File: config.mk
export PLATFORM = sky130hd
export DESIGN_NAME = ext_sel_gen
export DESIGN_NICKNAME = d
export VERILOG_FILES = /design/src/rtl/ext_sel_pkg.sv /design/src/rtl/sel_dir_reg.sv /design/src/rtl/sel_area_dec.sv /design/src/rtl/sel_pin_drv.sv /design/src/rtl/ext_sel_gen.sv
export SDC_FILE = /design/constraint.sdc
export NUM_CORES = 1
export LEC_CHECK = 0
export ABC_AREA = 1
export BUFFER_PORTS_ARGS = -buffer_cell sky130_fd_sc_hd__buf_2
export CORE_AREA = 2 2 39 41
export DETAILED_ROUTE_END_ITERATION = 10
export DIE_AREA = 0 0 41 43
export PLACE_DENSITY_LB_ADDON = 0.1
export SETUP_SLACK_MARGIN = 0.2
export SLEW_MARGIN = 20
export SYNTH_ARGS = -nofsm -noshare
export SYNTH_HDL_FRONTEND = slang
export SYNTH_SLANG_ARGS = --single-unit
File: constraint.sdc
create_clock -name clk -period 0.8 [get_ports clk]
set_input_delay 0 -clock clk [delete_from_list [all_inputs] [get_ports clk]]
set_output_delay 0 -clock clk [all_outputs]
set_load 0.01 [all_outputs]
File: src/rtl/ext_sel_pkg.sv
package ext_sel_pkg;

  // Default direction bits loaded at power-on reset.
  // ROM-disabled expansion: only area 0 output. ROM-enabled: all inputs.
  function automatic logic [31:0] dir_default(input logic rom_enabled);
    return rom_enabled ? 32'h0 : 32'h1;
  endfunction

  // Pins allowed to drive in the current operating mode.
  function automatic logic [31:0] mode_allow(input logic normal);
    return normal ? 32'h1 : 32'hFFFF_FFFF;
  endfunction

endpackage

File: src/rtl/sel_dir_reg.sv
module sel_dir_reg #(
  parameter int NSEL = 4
) (
  input  logic            clk,
  input  logic            rst,
  input  logic            rom_en,
  input  logic            we,
  input  logic [NSEL-1:0] wdata,
  output logic [NSEL-1:0] dir_q
);
  import ext_sel_pkg::*;

  logic [31:0] rst_val;
  assign rst_val = dir_default(rom_en);

  always_ff @(posedge clk) begin
    if (rst)
      dir_q <= rst_val[NSEL-1:0];
    else if (we)
      dir_q <= wdata;
  end

  AST_DIR_WRITE: assert property (@(posedge clk) disable iff (rst)
    (we && !rst) |=> (dir_q == $past(wdata)))
    else $error("direction write not taken");

  AST_DIR_RST_ROMOFF: assert property (@(posedge clk) disable iff (rst)
    ($past(rst) && !$past(rom_en)) |-> (dir_q == NSEL'(1)))
    else $error("bad reset default, ROM disabled");

  AST_DIR_RST_ROMON: assert property (@(posedge clk) disable iff (rst)
    ($past(rst) && $past(rom_en)) |-> (dir_q == '0))
    else $error("bad reset default, ROM enabled");

endmodule

File: src/rtl/sel_area_dec.sv
module sel_area_dec #(
  parameter int NSEL = 4,
  parameter int AW   = (NSEL > 1) ? $clog2(NSEL) : 1
) (
  input  logic            clk,
  input  logic            rst,
  input  logic            ext_cyc,
  input  logic [AW-1:0]   area,
  output logic [NSEL-1:0] act_q
);
  logic [NSEL-1:0] act_d;

  for (genvar i = 0; i < NSEL; i++) begin : g_dec
    assign act_d[i] = ext_cyc && (area == AW'(i));
  end

  always_ff @(posedge clk) begin
    if (rst) act_q <= '0;
    else     act_q <= act_d;
  end

  AST_EXT_SELECTS: assert property (@(posedge clk) disable iff (rst)
    ext_cyc |=> (act_q == (NSEL'(1) << $past(area))))
    else $error("external access did not select its area");

  AST_ONCHIP_IDLE: assert property (@(posedge clk) disable iff (rst)
    !ext_cyc |=> (act_q == '0))
    else $error("select active without external cycle");

endmodule

File: src/rtl/sel_pin_drv.sv
module sel_pin_drv #(
  parameter int NSEL = 4
) (
  input  logic            clk,
  input  logic            rst,
  input  logic            mode_normal,
  input  logic [NSEL-1:0] dir_q,
  input  logic [NSEL-1:0] act_q,
  output logic [NSEL-1:0] sel_n,
  output logic [NSEL-1:0] sel_oe
);
  import ext_sel_pkg::*;

  logic [31:0] allow_w;
  assign allow_w = mode_allow(mode_normal);

  for (genvar i = 0; i < NSEL; i++) begin : g_pin
    assign sel_oe[i] = dir_q[i] & allow_w[i];
    assign sel_n[i]  = ~(act_q[i] & sel_oe[i]);
  end

  AST_ONE_LOW: assert property (@(posedge clk) disable iff (rst)
    $countones(~sel_n) <= 1)
    else $error("more than one select low");

  AST_UNDRIVEN_HIGH: assert property (@(posedge clk) disable iff (rst)
    ((~sel_oe & ~sel_n) == '0))
    else $error("disabled pin reads low");

  if (NSEL > 1) begin : g_norm_chk
    AST_NORMAL_ONLY0: assert property (@(posedge clk) disable iff (rst)
      mode_normal |-> (sel_oe[NSEL-1:1] == '0))
      else $error("normal mode enabled an upper select");
  end

endmodule

File: src/rtl/ext_sel_gen.sv
module ext_sel_gen #(
  parameter int NSEL = 4,
  parameter int AW   = (NSEL > 1) ? $clog2(NSEL) : 1
) (
  input  logic            clk,
  input  logic            rst,
  input  logic            mode_normal,
  input  logic            rom_en,
  input  logic            ext_cyc,
  input  logic [AW-1:0]   area_id,
  input  logic            dir_we,
  input  logic [NSEL-1:0] dir_wdata,
  output logic [NSEL-1:0] sel_n_o,
  output logic [NSEL-1:0] sel_oe_o
);
  logic [NSEL-1:0] dir_q;
  logic [NSEL-1:0] act_q;

  sel_dir_reg #(.NSEL(NSEL)) u_dir (
    .clk   (clk),
    .rst   (rst),
    .rom_en(rom_en),
    .we    (dir_we),
    .wdata (dir_wdata),
    .dir_q (dir_q)
  );

  sel_area_dec #(.NSEL(NSEL), .AW(AW)) u_dec (
    .clk    (clk),
    .rst    (rst),
    .ext_cyc(ext_cyc),
    .area   (area_id),
    .act_q  (act_q)
  );

  sel_pin_drv #(.NSEL(NSEL)) u_drv (
    .clk        (clk),
    .rst        (rst),
    .mode_normal(mode_normal),
    .dir_q      (dir_q),
    .act_q      (act_q),
    .sel_n      (sel_n_o),
    .sel_oe     (sel_oe_o)
  );

  AST_ENABLED_IDLE_HIGH: assert property (@(posedge clk) disable iff (rst)
    !ext_cyc |=> ((sel_oe_o & ~sel_n_o) == '0))
    else $error("enabled unaddressed pin not high");

endmodule

==> impl_metrics.ini <==
[run_status]
status = finished, violations left
violations = negative setup slack

[clock_network]
cts_tree = yes
max-clock-path-buffers = 2
clk_pin_slew_ps = 60
cts_setup_buffers = 0
cts_max_level = 1
cts_buffers = 3
cts_num_sinks = 8
cts_hold_buffers = 0
cts-root-buf = clkbuf_4

[cells_and_area]
nets = 76
diodes = 0
syn_to_final_growth_pct = 43.7
layout-drive-gt1-share_pct = 46.0
fin_cells = 79
n_fill_cell = 163

[sta]
finalMaxSlewViolations = 0
setup_viol_count_final = 7
rsz0062_at_grt = yes
finalCriticalPeriod_ps = 888
hold_slack_ps = 14.3
period_share_pct = 111
relSlewSlack_pct = 87.6
worst_slew_pin_slew_ps = 186
hold_viol = 0
fmax_mhz = 1130
fin_ws_ps = -88.1

[placement]
dpl.hpwl_um = 457
place_ws_ps = 108
place_congestion = 0.664
port-buffer-count = 19
dp_cells = 75

[worst_hold_path]
min_path_cells = 3
min_path_type = in2reg
worstHoldEndpoint = u_dec.act_q[3]
hp-start = area_id[0]

[floorplan]
fp.coreArea_sq_um = 1380
initial_core_util_pct = 24.4
die_x_um = 41
rows = 14
ioPinCount = 20
die_area_sq_um = 1760
fp.dieH_um = 43

[synthesis]
syn_nets = 53
synth_ff_type = edfxtp_1
ys_ff_latch = 8
netlist_area_sq_um = 338
yosys-top-cells-area = edfxtp_1 (36%), dfxtp_1 (24%), inv_1 (10%), nand2_1 (10%), nor2_1 (10%)
synth_largest_area_cell = edfxtp_1
synth.distinct_cells = 10
avgSynthCellArea_sq_um = 8.24
synth-async-reset-ratio_pct = 0
yosysTopAreaCellShare_pct = 35.6
yosysSeqAreaShare_pct = 59.3
synth_edf_count = 4
yosysWarnings = 0
synth_common_cells = inv_1 (9), nand2_1 (9), nor2_1 (9)
synthCells = 41

[routing]
drt-total-wl_um = 589
vias = 295
wl_per_cell_um = 7.46
drt_iter0_drc = 2
dr.pass1.iters = 2
drcViolationCount = 0
ant_nets = 0
viasPerCell = 3.73

[power_and_ir_drop]
ir_worst_vdd_mv = 0.784
p_leak_nw = 0.251
power_density_nw_per_um2 = 1840

[critical_path]
required_ps = 800
critPathLaunchType = register
worstPathMaxFanout = 2
arrival_ps = 890
path_class = reg2out
end_kind = output pin

[global_route]
grt_pass1_vias = 282
grt_max_degree = 7
grt_first_pass_wirelength_um = 1010
antenna_found_initial = 0
grtUsageTotal_pct = 8.49
grt-ovfl-total = 0

[job]
maxCapViolCount = 0
-- where the power goes --
part           total, mW  switching (mW)  internal, mW
Clock              0.318           0.128         0.190
Sequential         0.466         0.00752         0.458
Combinational      0.111          0.0614        0.0491
Total              0.894           0.196         0.698
-- layer usage --
layer	global-route usage, %	part of all wire, %	up-vias
li1	-	-	159
met1	8.88	43	122
met2	14.1	45	14
met3	4.71	11	0
met4	2.00	0	0
met5	0	0	-
-- sequential cells by signal (all words and copies together) (netlist names) --
signal,cells
u_dec.act_q,4
u_dir.dir_q,4
-- layout by cell type, fill, tap and decap left out, drive strengths merged --
cell type | netlist | routed
buf | 1 | 19
inv | 10 | 10
dfxtp | 4 | 4
edfxtp | 4 | 4
or2 | 1 | 1
nand2 | 11 | 11
nor2 | 10 | 10
clkbuf | 0 | 4
-- critical path, cell delays in order, from the launching register on --
cell and delay [ps]:
edfxtp_1 330, inv_1 50, nor2_2 90, nand2_1 50
buf_2 130
-- worst max path at each step --
stage,start,to,slack [ps],depth (start not counted)
2_1_floorplan,u_dir.dir_q[1],sel_n_o[1],210,3
3_3_place_gp,rst,u_dir.dir_q[1],100,2
3_5_place_dp,rst,u_dir.dir_q[1],110,2
4_1_cts,u_dir.dir_q[1],sel_n_o[1],-110,4
5_1_grt,u_dir.dir_q[1],sel_n_o[1],-180,4
6_report,u_dir.dir_q[1],sel_n_o[1],-90,4
-- stage by stage --
step / setup TNS [ps] / instance area, sq um / power, mW / utilization (%)
after global placement: 0 / 453 / 0.586 / 32.7
final: -375 / 485 / 0.894 / 35.1
after detailed placement: 0 / 453 / 0.584 / 32.7
after global routing: -944 / 485 / 0.963 / 35.1
after CTS: -498 / 479 / 0.914 / 34.6
after floorplan: 0 / 345 / 0.535 / -
-- repair_timing --
item	CTS	global route
pin swaps	0	0
setup endpoints to repair	8	8
gates resized for setup	0	1
-- logic make-up (layout without fill, tap and decap cells) --
logic type    after synthesis  in the layout  share of synthesized area [%]
simple gates               22             22                           27.4
buf+inv                    11             33                           13.3
flops                       8              8                           59.3
-- layout make-up --
type                       count  area, sq um  area share, %
tap                           16         20.0           4.12
sequential                     8          200           41.2
inverter                      10         37.5           7.73
multi-input combinational     22          100           20.6
clock buffer                   4         26.3           5.41
timing repair buffer          19          101           20.9
No activity file was read; power rests on OpenSTA's default activity.
